[src/rtl/dac_upd_pkg.sv]
package dac_upd_pkg;

  localparam int unsigned SW_LDAC_BIT  = 0;
  localparam int unsigned SW_CLR_BIT   = 1;
  localparam int unsigned SW_RESET_BIT = 2;
  localparam int unsigned SW_W         = 3;

  typedef enum logic [1:0] {
    SRC_HOLD  = 2'd0,
    SRC_ZERO  = 2'd1,
    SRC_CLEAR = 2'd2,
    SRC_DAC   = 2'd3
  } out_src_e;

endpackage

[src/rtl/dac_upd_sync.sv]
module dac_upd_sync #(
  parameter int unsigned W      = 3,
  parameter int unsigned STAGES = 2,
  parameter logic [W-1:0] RST_VAL = '1
) (
  input  logic         clk,
  input  logic         rst_n,
  input  logic [W-1:0] d_async,
  output logic [W-1:0] q_sync
);

  logic [W-1:0] stage_q [STAGES];

  for (genvar s = 0; s < STAGES; s++) begin : g_stage
    logic [W-1:0] stage_d;
    if (s == 0) begin : g_first
      assign stage_d = d_async;
    end else begin : g_next
      assign stage_d = stage_q[s-1];
    end

    always_ff @(posedge clk or negedge rst_n) begin
      if (!rst_n) begin
        stage_q[s] <= RST_VAL;
      end else begin
        stage_q[s] <= stage_d;
      end
    end
  end

  assign q_sync = stage_q[STAGES-1];

endmodule

[src/rtl/dac_upd_edge.sv]
module dac_upd_edge #(
  parameter int unsigned W = 1,
  parameter logic [W-1:0] RST_VAL = '1
) (
  input  logic         clk,
  input  logic         rst_n,
  input  logic [W-1:0] level,
  output logic [W-1:0] rise
);

  logic [W-1:0] prev_q;

  always_ff @(posedge clk or negedge rst_n) begin
    if (!rst_n) begin
      prev_q <= RST_VAL;
    end else begin
      prev_q <= level;
    end
  end

  assign rise = level & ~prev_q;

endmodule

[src/rtl/dac_upd_sel.sv]
module dac_upd_sel
  import dac_upd_pkg::*;
(
  input  logic            rst_lvl,
  input  logic            rst_rise,
  input  logic            clr_lvl,
  input  logic            ldac_lvl,
  input  logic [SW_W-1:0] sw_ctrl,
  output out_src_e        src,
  output logic            clr_load,
  output logic            reg_rst
);

  always_comb begin
    src      = SRC_HOLD;
    clr_load = 1'b0;
    reg_rst  = 1'b0;
    if (!rst_lvl) begin
      src = SRC_ZERO;
    end else if (rst_rise || sw_ctrl[SW_RESET_BIT]) begin
      src     = SRC_ZERO;
      reg_rst = 1'b1;
    end else if (!clr_lvl || sw_ctrl[SW_CLR_BIT]) begin
      src      = SRC_CLEAR;
      clr_load = 1'b1;
    end else if (!ldac_lvl || sw_ctrl[SW_LDAC_BIT]) begin
      src = SRC_DAC;
    end
  end

endmodule

[src/rtl/dac_update_ctrl.sv]
module dac_update_ctrl
  import dac_upd_pkg::*;
#(
  parameter int unsigned CODE_W      = 20,
  parameter int unsigned SYNC_STAGES = 2
) (
  input  logic              clk,
  input  logic              rst_n,
  input  logic              ldac_pin_n,
  input  logic              clr_pin_n,
  input  logic              reset_pin_n,
  input  logic [SW_W-1:0]   sw_ctrl,
  input  logic [CODE_W-1:0] dac_reg_q,
  input  logic [CODE_W-1:0] clear_code,
  output logic [CODE_W-1:0] out_code,
  output logic              write_lock,
  output logic              reg_reset_req,
  output logic              dac_clr_load
);

  localparam int unsigned PIN_W = 3;
  localparam int unsigned P_LDAC = 0;
  localparam int unsigned P_CLR  = 1;
  localparam int unsigned P_RST  = 2;

  logic [PIN_W-1:0] pins_async;
  logic [PIN_W-1:0] pins_sync;
  logic             rst_rise;
  out_src_e         src;
  logic             clr_load_d;
  logic             reg_rst_d;
  logic [CODE_W-1:0] out_code_d;
  logic              out_en;

  assign pins_async[P_LDAC] = ldac_pin_n;
  assign pins_async[P_CLR]  = clr_pin_n;
  assign pins_async[P_RST]  = reset_pin_n;

  dac_upd_sync #(
    .W       (PIN_W),
    .STAGES  (SYNC_STAGES),
    .RST_VAL ({PIN_W{1'b1}})
  ) u_sync (
    .clk     (clk),
    .rst_n   (rst_n),
    .d_async (pins_async),
    .q_sync  (pins_sync)
  );

  dac_upd_edge #(
    .W       (1),
    .RST_VAL (1'b1)
  ) u_rst_edge (
    .clk   (clk),
    .rst_n (rst_n),
    .level (pins_sync[P_RST]),
    .rise  (rst_rise)
  );

  dac_upd_sel u_sel (
    .rst_lvl  (pins_sync[P_RST]),
    .rst_rise (rst_rise),
    .clr_lvl  (pins_sync[P_CLR]),
    .ldac_lvl (pins_sync[P_LDAC]),
    .sw_ctrl  (sw_ctrl),
    .src      (src),
    .clr_load (clr_load_d),
    .reg_rst  (reg_rst_d)
  );

  always_comb begin
    out_en     = (src != SRC_HOLD);
    out_code_d = out_code;
    case (src)
      SRC_ZERO:  out_code_d = '0;
      SRC_CLEAR: out_code_d = clear_code;
      SRC_DAC:   out_code_d = dac_reg_q;
      default:   out_code_d = out_code;
    endcase
  end

  always_ff @(posedge clk or negedge rst_n) begin
    if (!rst_n) begin
      out_code <= '0;
    end else if (out_en) begin
      out_code <= out_code_d;
    end
  end

  always_ff @(posedge clk or negedge rst_n) begin
    if (!rst_n) begin
      reg_reset_req <= 1'b0;
      dac_clr_load  <= 1'b0;
    end else begin
      reg_reset_req <= reg_rst_d;
      dac_clr_load  <= clr_load_d;
    end
  end

  assign write_lock = ~pins_sync[P_RST];

endmodule

[config.mk]
export PLATFORM = sky130hd
export DESIGN_NAME = dac_update_ctrl
export DESIGN_NICKNAME = d
export VERILOG_FILES = /design/src/rtl/dac_upd_pkg.sv /design/src/rtl/dac_upd_sync.sv /design/src/rtl/dac_upd_edge.sv /design/src/rtl/dac_upd_sel.sv /design/src/rtl/dac_update_ctrl.sv
export SDC_FILE = /design/constraint.sdc
export NUM_CORES = 1
export LEC_CHECK = 0
export ABC_CLOCK_PERIOD_IN_PS = 2700
export BUFFER_PORTS_ARGS = -buffer_cell sky130_fd_sc_hd__buf_4
export CAP_MARGIN = 20
export CORE_ASPECT_RATIO = 1.25
export CORE_MARGIN = 2
export CORE_UTILIZATION = 30
export DETAILED_ROUTE_END_ITERATION = 16
export PLACE_DENSITY_LB_ADDON = 0.05
export SYNTH_ARGS = -nofsm -noshare
export SYNTH_HDL_FRONTEND = slang
export SYNTH_HIERARCHICAL = 1
export SYNTH_SLANG_ARGS = --single-unit
[constraint.sdc]
create_clock -name clk -period 2.7 [get_ports clk]
set_input_delay 0.675 -clock clk [delete_from_list [all_inputs] [get_ports clk]]
set_output_delay 0.675 -clock clk [all_outputs]
set_load 0.01 [all_outputs]
### Word level (Yosys, flattened, before mapping)

Cells that the tools add are included.

* output and inout port bits: 23
* flip-flop bits (word level): 29
* word-level logic and storage cells: 30

* muxes and demuxes: 10
* eq/ne operators: 3
* bitwise gates (word level): 3
* reduce and logical (&&, ||, !) cells: 8

Operator list (count)
* $pmux 20 s3: 1
* $mux 2: 4
* $mux 1: 5
* $eq 2x2->1 const B: 2
* $logic_or 1x1->1: 3
* $reduce_bool 3->1: 1
* $eq 2x1->1 const B: 1
* $logic_not 1->1: 2
* $not 1->1: 2
* $reduce_and 2->1: 1
* $reduce_bool 2->1: 1
* $and 1x1->1: 1

### Depth between registers and ports, before layout

* depth after elaboration: 9
* mapped depth: 7
* gate-level depth less buffers: 5

### Hierarchy

The synthesis kept the hierarchy.

By module, submodules not included
* dac_update_ctrl: area an instance 1017.2 um^2, instances 1, cells each 70
* dac_upd_sync: area an instance 157.7 um^2, instances 1, cells each 6
* dac_upd_sel: area an instance 52.6 um^2, instances 1, cells each 9
* dac_upd_edge: area an instance 40.0 um^2, instances 1, cells each 2

### Worst setup path after synthesis

Ideal clock, no wire load.

* path type: input to register
* start point: input port sw_ctrl[0]
* end point: register out_code[11]
* data required time: 2.579 ns
* stages on the path: 5
* path slack: 0.728 ns
* arrival time: 1.851 ns
* cells stage by stage: nor2b_1 -> o311ai_1 -> buf_6 -> mux2_1 -> a22o_1

* cells in the longest elaborated chain, start to end: 8
* elaborated cells between the ends (all ways): 12
* those cells by class: eq/ne (3); mux (5); reduce/logical (4)

Ends and longest elaborated chain
* from (decl): RTL line dac_update_ctrl.sv:12 `input logic [SW_W-1:0] sw_ctrl,`
* $logic_or 1x1->1 *: RTL line dac_upd_sel.sv:26 `end else if (!ldac_lvl || sw_ctrl[SW_LDAC_BIT]) begin`
* $mux 2 *: RTL line dac_upd_sel.sv:26
* $mux 2 *: RTL line dac_upd_sel.sv:23 `end else if (!clr_lvl || sw_ctrl[SW_CLR_BIT]) begin`
* $mux 2 *: RTL line dac_upd_sel.sv:20 `end else if (rst_rise || sw_ctrl[SW_RESET_BIT]) begin`
* $mux 2 *: RTL line dac_upd_sel.sv:18 `if (!rst_lvl) begin`
* named net src[0]: RTL line dac_update_ctrl.sv:29 `out_src_e src;`
* $eq 2x2->1 or $eq 2x1->1 (tied branches): RTL line dac_update_ctrl.sv:74 `case (src)`
* $reduce_bool 3->1 (no source line)
* $reduce_and 2->1 (no source line)
* to (signal assigned): RTL line dac_update_ctrl.sv:86 `out_code <= out_code_d;`
* to (decl): RTL line dac_update_ctrl.sv:15 `output logic [CODE_W-1:0] out_code,`

Mark *: on every way through the listed nets, which the timed path passes. The rest lies on a longest branch.
A chain may end at the register's enable or synchronous reset.

### Worst setup path in the final report

* start point: register u_sync.stage_q (netlist bit u_sync/q_sync[2])
* end point: register out_code[9]

* cells in the longest elaborated chain, start to end: 7
* elaborated cells between the ends (all ways): 11
* those cells by class: eq/ne (3); mux (3); bitwise (1); reduce/logical (4)

Ends and longest elaborated chain
* from (decl): RTL line dac_upd_sync.sv:12 `logic [W-1:0] stage_q [STAGES];`
* from (signal, indexed assignment): RTL line dac_upd_sync.sv:26 `stage_q[s] <= stage_d;`
* $and 1x1->1 *: RTL line dac_upd_edge.sv:21 `assign rise = level & ~prev_q;`
* named net rst_rise: RTL line dac_update_ctrl.sv:28 `logic rst_rise;`
* $logic_or 1x1->1 *: RTL line dac_upd_sel.sv:20
* $mux 2 *: RTL line dac_upd_sel.sv:20
* $mux 2 *: RTL line dac_upd_sel.sv:18
* named net src[0]: RTL line dac_update_ctrl.sv:29
* $eq 2x2->1 or $eq 2x1->1 (tied branches): RTL line dac_update_ctrl.sv:74
* $reduce_bool 3->1 (no source line)
* $reduce_and 2->1 (no source line)

Marks and branches as above.

==> metrics.md <==
| Metric | Value |
|---|---|
| Status | `complete, no violations` |
| Initial core utilization | `31.2%` |
| Maximum vdd drop | `0.370 mV` |
| Crit path DAT | `2130 ps` |
| CP Class | `flip-flop to flip-flop` |
| RSZ-0062 raised after global routing | `no` |
| Pint | `790 uW` |
| FP Rows | `26` |
| Highest Clock Rate | `509 MHz` |
| Synth cell types | `16` |
| Initial antenna violation count | `0` |
| Logic gate share of total power | `15.9%` |
| Synth Register Bits | `29` |
| Clock Latency Late Sink | `280 ps` |
| Post-Synthesis Cells | `87` |
| Synth Cell Area | `1270 um2` |
| Startpoint types | `flip-flop` |
| Routability cong. | `0.671` |
| Sw Share | `22.5%` |
| Worst Setup End Kind | `flip-flop` |
| DR WL met2 | `1.52 mm` |
| Reg2Reg Depth | `6` |
| Avg Inst Size Synth | `14.6 um2` |
| Drt wl/cell | `13.5 um` |
| GR Util All Layers | `13.4%` |
| Placed standard-cell area | `1860 um2` |
| First-pass GRT wire length | `5.11 mm` |
| Hpwl dp | `2.16 mm` |
| Post-CTS setup buffers | `0` |
| Metal3 WL | `251 um` |
| Via count | `998` |
| Routed WL | `2.96 mm` |
| Pre-CTS setup slack | `579 ps` |
| H-tree depth | `2` |
| Pins Over Slew Limit | `0` |
| CTS tree | `done` |
| Sequential power share | `46.4%` |
| CTS buffer count | `5` |
| Core area | `4070 um2` |
| Clock Sinks | `29` |
| DRT iter0 DRCs | `26` |
| Area Growth Syn to Fin | `54.9%` |
| Max-slew headroom | `75.4%` |
| Metal-1 WL | `1.15 mm` |
| Top Layer Used | `met4` |
| Post-layout min period | `1970 ps` |
| Crit path max fanout | `21` |
| CTS max path bufs | `2` |
| Leakage | `0.000991 uW` |
| Die width | `62.1 um` |
| Post-synthesis net count | `135` |
| Clk root buf | `clkbuf_8` |
| Ratio of cells with drive above 1 in the final layout | `58.3%` |
| CP required | `2860 ps` |
| Reg clk slew, reported paths | `60 ps` |
| Vias in the first global route | `1088` |
| Post-Route Skew | `5.09 ps` |
| Cts repair resizes | `0` |
| Post-CTS Hold Buffers | `0` |
| Final setup margin | `734 ps` |
| TritonRoute pass-1 iters | `4` |
| Worst reg-to-reg setup slack | `730 ps` |
| Vias/cell | `4.56` |
| Total gr overflow | `0` |
| Antenna-violating nets left | `0` |
| Pin count of the biggest net entering global routing | `30` |
| Die area | `4760 um2` |
| Layout Nets | `210` |
| Worst-Margin Slew | `369 ps` |
| Post-synthesis sequential area ratio | `57.9%` |
| I/O pin count | `71` |
| Psw | `230 uW` |
| Path type of the worst min-delay path | `input pin to asynchronous set/reset pin` |
| Fin Setup TNS | `0 ps` |
| Drt drc | `0` |
| Die Y | `76.7 um` |
| Power share of the clock group | `37.7%` |
| Synth warnings | `6` |
| # diodes | `0` |
| I/O Buffers | `70` |
| Max_cap viols | `0` |
| Cell area after layout | `1960 um2` |
| Fin crit share | `72.8%` |
| Pwr per Cell Area | `519 nW/um2` |
| Final Hold Viols | `0` |
| Setup violators final | `0` |
## placed cells by master, fill, tap and decap left out, drive strengths merged
cell / n
a21oi: 1
a22o: 20
buf: 74
clkbuf: 7
clkinv: 1
dfrtp: 22
dfstp: 7
inv: 2
mux2: 20
nor2: 3
nor2b: 4
o311ai: 1
or3b: 1
## cells by family after synthesis
group | after synthesis | share of synthesized area, %
mux | 20 | 18.1
flops | 29 | 57.9
buf+inv | 8 | 4.74
simple gates | 8 | 4.34
compound gates | 22 | 14.9
## path summary, 6_finish.rpt
| kind | startpoint | end |
|---|---|---|
| max | u_sync/q_sync[2] | out_code[9] |
| min | rst_n | out_code[17] |
| max reg2reg | u_sync/q_sync[2] | out_code[9] |
| min reg2reg | u_sync/g_stage[1].stage_d[2] | u_sync/q_sync[2] |
| max in group asynchronous | rst_n | u_sync/g_stage[1].stage_d[1] |
| min in group clk | u_sync/g_stage[1].stage_d[2] | u_sync/q_sync[2] |
## state kept, by name, indices dropped and copies added (netlist names)
signal	cells
out_code	20
u_sync/g_stage.stage_d	3
reg_reset_req	1
u_rst_edge/prev_q	1
dac_clr_load	1
u_sync/q_sync	3
## per-layer routing
layer / vias up / track usage, %
li1: 469 / -
met1: 479 / 15.0
met2: 45 / 22.9
met3: 5 / 5.28
met4: 0 / 5.33
met5: - / 0
## cells in the mapped netlist
master | instances | area [um2]
dfstp_2 | 7 | 184
nor2b_4 | 1 | 13.8
a21oi_1 | 1 | 5.00
nor2_2 | 1 | 6.26
mux2_2 | 1 | 11.3
nor2b_1 | 3 | 18.8
a22o_1 | 20 | 175
or3b_1 | 1 | 8.76
o311ai_1 | 1 | 8.76
dfrtp_1 | 22 | 551
nor2_1 | 2 | 7.51
clkbuf_1 | 2 | 7.51
inv_1 | 2 | 7.51
mux2_4 | 1 | 15.0
mux2_1 | 18 | 203
buf_6 | 4 | 45.0
## power by group through the flow
stage | Combinational, uW | Clock [uW] | Sequential (uW)
2_1_floorplan | 59.2 | 0 | 486
3_3_place_gp | 163 | 0 | 481
3_5_place_dp | 166 | 0 | 481
4_1_cts | 166 | 402 | 473
5_1_grt | 178 | 421 | 476
6_report | 162 | 384 | 473
## critical path, stage by stage, from the launching register on
cell and delay (ps):
dfstp_2 600, nor2b_4 160, nor2_1 80, o311ai_4 80, buf_4 330, mux2_2 370
a22o_1 220
## final cells by class
cell class | count | area [um2]
Multi-Input combinational cell | 50 | 494
Timing Repair Buffer | 74 | 556
Tap cell | 56 | 70.1
Inverter | 2 | 7.51
Fill cell | 398 | 2100
Sequential cell | 29 | 734
Clock inverter | 1 | 5.00
Clock buffer | 7 | 96.3
## stage by stage
| stage | utilization [%] | instances | hold WS [ps] | power [uW] |
|---|---|---|---|---|
| after detailed placement | 45.8 | 211 | 348 | 646 |
| after global placement | 45.8 | 211 | 346 | 644 |
| final | 48.3 | 219 | 314 | 1020 |
| after global routing | 48.3 | 219 | 333 | 1070 |
| after CTS | 48.3 | 219 | 320 | 1040 |
| after floorplan | - | 87 | 345 | 546 |
Power figures use the tool's default switching activity.
